<file path="src/rtl/pixclk_div_pkg.sv">
package pixclk_div_pkg;
  // Strobes from the period counter to the fraction datapath.
  typedef struct packed {
    logic periodEnd;  // last source cycle of the current integer period
  } ctrlStrobe_t;
endpackage

</file>
<file path="src/rtl/pixclk_div_ctrl.sv">
module pixclk_div_ctrl
  import pixclk_div_pkg::*;
#(
  parameter int DIV_W   = 16,
  parameter int MIN_DIV = 2
) (
  input  logic             clk,
  input  logic             rstN,
  input  logic [DIV_W-1:0] divReq,
  output ctrlStrobe_t      strobe,
  output logic             divClk
);
  logic [DIV_W-1:0] cnt, curDiv, clampDiv, cntNext, divNext;
  logic atEnd;

  // Divisors below the floor are raised to it.
  always_comb begin
    clampDiv = (divReq < DIV_W'(MIN_DIV)) ? DIV_W'(MIN_DIV) : divReq;
    atEnd    = (cnt == curDiv - 1'b1);
    cntNext  = atEnd ? '0 : cnt + 1'b1;
    divNext  = atEnd ? clampDiv : curDiv;
    strobe.periodEnd = atEnd;
  end

  always_ff @(posedge clk or negedge rstN) begin
    if (!rstN) begin
      cnt    <= '0;
      curDiv <= DIV_W'(MIN_DIV);
      divClk <= 1'b0;
    end else begin
      cnt    <= cntNext;
      curDiv <= divNext;
      divClk <= (cntNext < (divNext >> 1));
    end
  end

  AST_CNT_IN_RANGE: assert property (@(posedge clk) disable iff (!rstN) cnt < curDiv);
  AST_DIV_FLOOR: assert property (@(posedge clk) disable iff (!rstN) curDiv >= DIV_W'(MIN_DIV));
  AST_DIV_HOLD: assert property (@(posedge clk) disable iff (!rstN) !strobe.periodEnd |=> $stable(curDiv));
endmodule

</file>
<file path="src/rtl/pixclk_frac_dp.sv">
module pixclk_frac_dp
  import pixclk_div_pkg::*;
#(
  parameter int FRAC_W = 12
) (
  input  logic              clk,
  input  logic              rstN,
  input  ctrlStrobe_t       strobe,
  input  logic [FRAC_W-1:0] fracReq,
  input  logic              selReq,
  output logic              pixEn,
  output logic              srcSel
);
  logic [FRAC_W-1:0] curFrac, phase;
  logic [FRAC_W:0]   phaseSum;
  logic              dropTick;

  // A carry out of the phase accumulator removes this tick.
  always_comb begin
    phaseSum = {1'b0, phase} + {1'b0, curFrac};
    dropTick = phaseSum[FRAC_W];
  end

  always_ff @(posedge clk or negedge rstN) begin
    if (!rstN) begin
      phase   <= '0;
      curFrac <= '0;
      srcSel  <= 1'b0;
      pixEn   <= 1'b0;
    end else if (strobe.periodEnd) begin
      phase   <= phaseSum[FRAC_W-1:0];
      pixEn   <= !dropTick;
      curFrac <= fracReq;
      srcSel  <= selReq;
    end else begin
      pixEn   <= 1'b0;
    end
  end

  AST_PIX_ONE_CYCLE: assert property (@(posedge clk) disable iff (!rstN) pixEn |=> !pixEn);
  AST_PIX_ON_TICK: assert property (@(posedge clk) disable iff (!rstN) pixEn |-> $past(strobe.periodEnd));
  AST_NO_DROP_AT_ZERO: assert property (@(posedge clk) disable iff (!rstN) (strobe.periodEnd && curFrac == '0) |=> pixEn);
  AST_CFG_HOLD: assert property (@(posedge clk) disable iff (!rstN) !strobe.periodEnd |=> ($stable(curFrac) && $stable(srcSel)));
endmodule

</file>
<file path="src/rtl/pixclk_divider.sv">
module pixclk_divider
  import pixclk_div_pkg::*;
#(
  parameter int CFG_W    = 32,
  parameter int DIV_W    = 16,
  parameter int FRAC_W   = 12,
  parameter int FRAC_LSB = 16,
  parameter int SEL_BIT  = 31
) (
  input  logic             clk,
  input  logic             rstN,
  input  logic [CFG_W-1:0] cfgWord,
  output logic             pixEn,
  output logic             divClk,
  output logic             srcSelPll
);
  localparam int FRAC_MSB = FRAC_LSB + FRAC_W - 1;
  localparam int MIN_DIV  = 2;

  ctrlStrobe_t strobe;

  pixclk_div_ctrl #(.DIV_W(DIV_W), .MIN_DIV(MIN_DIV)) u_ctrl (
    .clk    (clk),
    .rstN   (rstN),
    .divReq (cfgWord[DIV_W-1:0]),
    .strobe (strobe),
    .divClk (divClk)
  );

  pixclk_frac_dp #(.FRAC_W(FRAC_W)) u_dp (
    .clk     (clk),
    .rstN    (rstN),
    .strobe  (strobe),
    .fracReq (cfgWord[FRAC_MSB:FRAC_LSB]),
    .selReq  (cfgWord[SEL_BIT]),
    .pixEn   (pixEn),
    .srcSel  (srcSelPll)
  );
endmodule

</file>
<file path="config.mk">
export PLATFORM = sky130hd
export DESIGN_NAME = pixclk_divider
export DESIGN_NICKNAME = d
export VERILOG_FILES = /design/src/rtl/pixclk_div_pkg.sv /design/src/rtl/pixclk_div_ctrl.sv /design/src/rtl/pixclk_frac_dp.sv /design/src/rtl/pixclk_divider.sv
export SDC_FILE = /design/constraint.sdc
export NUM_CORES = 1
export LEC_CHECK = 0
export ABC_AREA = 0
export BUFFER_PORTS_ARGS = -buffer_cell sky130_fd_sc_hd__buf_2
export CAP_MARGIN = 20
export CORE_ASPECT_RATIO = 1.5
export CORE_MARGIN = 3
export CORE_UTILIZATION = 40
export DETAILED_ROUTE_END_ITERATION = 8
export GPL_TIMING_DRIVEN = 0
export SLEW_MARGIN = 10
export SYNTH_ARGS = -nofsm -noshare
export SYNTH_HDL_FRONTEND = slang
export SYNTH_SLANG_ARGS = --single-unit
</file>
<file path="constraint.sdc">
create_clock -name clk -period 4.9 [get_ports clk]
set_input_delay 0.98 -clock clk [delete_from_list [all_inputs] [get_ports clk]]
set_output_delay 0.98 -clock clk [all_outputs]
set_load 0.02 [all_outputs]
</file>
==> key figures <==
Timing
  • Tmin final: 4.64 ns
  • Fmax: 215 MHz
  • # setup viols final: 0
  • Fin crit share: 94.7%
  • Worst Slack Setup Final: 0.257 ns
  • Final Slew Violations: 0
  • Final setup TNS: 0 ns
  • Relative slew slack: 47.3%
  • RSZ-0062 raised after global routing: false
  • Worst Max-Slew Pin Slew: 0.790 ns
  • Final Skew: 0.00613 ns
  • Final hold vios: 0

Routing
  • Drt pass-1 iters: 4
  • Post-DRT Antenna Nets: 0
  • Vias per std cell: 5.42
  • Residual DRC: 0
  • Drt initial violations: 127
  • Routed wire per std cell: 16.4 um
  • Via count: 3,168
  • Total Routed Length: 9560 um

Global routing
  • Grt ovf: 0
  • GRT Util Overall: 19.0%
  • Largest net degree at the start of global routing: 60
  • Initial antenna violation count: 0
  • First-pass GRT wire length: 15,900 um
  • Vias in the first global route: 3,251

Synth
  • Synthesized area: 3780 um^2
  • Async set or reset register ratio after synthesis: 100%
  • Syn nets: 484
  • Avg Cell Area, Syn: 8.99 um^2
  • Synth warnings: 0
  • Synth cell types: 54
  • Synthesis-stage register bit count: 59
  • Cells after Synth: 421
  • EDFF count, synth: 0
  • Sequential element share of the synthesized area: 39.0%
  • Top FF cell, synth: dfrtp_1

Worst setup path
  • Worst-path maximum fanout: 10
  • Startpoint class of the critical path: register
  • CP Class: reg -> reg
  • CP Capture Type: register
  • Crit path max-delay cell type: or4_1
  • Crit path largest cell delay: 0.55 ns
  • Required time of the critical path: 5.13 ns
  • Cell Chain, Critical Path: or4_1 -> clkbuf_1 -> or4_4 -> o41ai_2 -> and4b_1 -> and3_1 -> buf_6 -> buf_6 -> mux2i_2 -> ha_1 -> a21o_1 -> a21oi_1 -> nor2b_1 -> o21ai_0 -> o21ai_0 -> a211oi_2 -> o21ai_1 -> o41ai_2
  • Critical path arrival: 4.87 ns

Floorplanning
  • I/O Pins: 37
  • # rows: 42
  • Die ar.: 10,700 um^2
  • Die Height: 125 um
  • Starting Density: 41.9%
  • Core Box Area: 9040 um^2
  • Die Wd: 85.4 um

Cells and area
  • Number of fill cells in the layout: 875
  • Most frequent cells in the layout: 68 x nand2_1, 56 x dfrtp_1, 34 x buf_2
  • Fin nets: 532
  • Commonest non-fill, non-tap cell in the layout: nand2_1
  • Sequential cell area: 1480 um^2
  • # diodes: 0
  • Share of layout cells above drive strength 1: 16.2%
  • Finished Layout Cells: 584
  • Area growth from synthesis to layout: 18.9%
  • Area of the multi-input gates: 2130 um^2
  • Util after Layout: 49.8%

Flow run
  • Max Cap Viol: 0

Pwr
  • Maximum vdd ir drop: 194 uV
  • Power Dens Cells: 329 nW/um^2
  • Final Power: 0.00148 W
  • Pleak: 2.09 nW

Placement
  • Routability Congestion: 0.826
  • Hpwl dp: 6950 um
  • Place WS: -0.185 ns
  • Placed Instances: 564
  • IO buf count: 33

CTS
  • Root buffer cell: clkbuf_16
  • H-tree levels: 3
  • CTS clk-pin slew, worst paths: 0.06 ns
  • Hold_buf cts: 0
  • Clock Tree Buf Depth: 2
  • CTS tree: done
  • Worst skew pair latency: 0.34 ns
  • TritonCTS buffer count: 9
  • Number of clock sinks: 59

Worst hold path
  • Hold Path Class: reg -> reg

Run status
  • Status: complete, no violations
metal layers:
metal | GRT usage (%) | wire, um | up-vias
met1 | 21.4 | 3850 | 1514
met5 | 0 | 0 | -
met2 | 33.6 | 5010 | 80
met4 | 8.95 | 318 | 0
li1 | - | - | 1551
met3 | 4.08 | 388 | 23
critical path: cells and delay by family (launching register included):
kind            cells  cell delay [ns]
compound gates      8             1.54
simple gates        5             1.53
flops               1             0.45
mux                 1             0.25
fa+ha+maj           1             0.27
buf+inv             3             0.49
worst paths after layout:
| path | startpoint | to | slack (ns) | depth (start not counted) |
|---|---|---|---|---|
| worst max-delay path | u_ctrl.curDiv[5] | u_ctrl.divClk | 0.26 | 18 |
| worst min-delay path | u_dp.srcSel | u_dp.srcSel | 0.46 | 2 |
| worst max register to register | u_ctrl.curDiv[5] | u_ctrl.divClk | 0.26 | 18 |
| worst min register to register | u_dp.srcSel | u_dp.srcSel | 0.46 | 2 |
| max in group asynchronous | rstN | u_ctrl.curDiv[0] | 3.62 | 1 |
| min in group asynchronous | rstN | u_dp.phase[1] | 0.71 | 1 |
Yosys cell counts (all sizes together) (3+ instances only):
cell type  instances  area share (%)
xnor2             25             5.8
buf                8             1.9
xor2              16             3.7
nor2              34             3.4
nand2             68             6.7
or3                3            0.50
and2               4            0.66
nor2b              4            0.66
a21oi             11             1.5
o21ai             20             2.6
nand4              6            0.99
a21o               7             1.4
nand3b             4            0.79
mux2i             15             4.0
clkbuf            10            0.99
or4                4            0.89
and3               6            0.99
inv               27             2.7
dfrtp             58              38
nor4               6            0.99
ha                28             9.3
nand3             12             1.6
o31ai              5            0.99
nor3              11             1.5
or2                3            0.50
where the power goes:
group,switching (W),internal [W]
sequential,0.0000267,0.000514
clock,0.000238,0.000495
combinational,0.000116,0.0000906
area by class of cell:
| class | count | share of cell area (%) |
|---|---|---|
| timing repair buffer | 38 | 4.56 |
| clock buffer | 9 | 5.00 |
| tap | 110 | 3.06 |
| multi-input combinational | 317 | 47.3 |
| buffer | 17 | 2.39 |
| inverter | 27 | 2.25 |
| clock inverter | 7 | 2.58 |
| sequential | 59 | 32.9 |
state kept, by name (all words and copies together) (netlist names):
signal         count
u_dp.srcSel        1
u_ctrl.cnt        16
u_ctrl.divClk      1
u_dp.pixEn         1
u_dp.phase        12
u_ctrl.curDiv     16
u_dp.curFrac      12
stage by stage:
step	area (um^2)	hold WS [ns]
floorplan	3780	0.443
global placement	4090	0.445
detailed placement	4090	0.451
CTS	4450	0.463
global route	4500	0.481
finish	4500	0.459
cells by family (layout without fill, tap and decap cells):
group                      after synthesis  after routing  share of synthesized area (%)
xor gates and xnor gates                41             41                           9.49
DFF                                     59             59                           39.0
muxes                                   17             17                           4.56
and+or+nand+nor                        170            170                           21.3
AOI/OAI and AO/OA                       60             60                           10.3
adders and majority gates               29             29                           9.79
buffers and inverters                   45             98                           5.52
repair_timing:
action / CTS / global route
buffers inserted: 1 / 4
resized for setup: 3 / 7
endpoints found under the hold margin: 0 / 0
setup endpoints to repair: 1 / 1
pin swaps: 1 / 3
(Power assumes the default switching activity.)
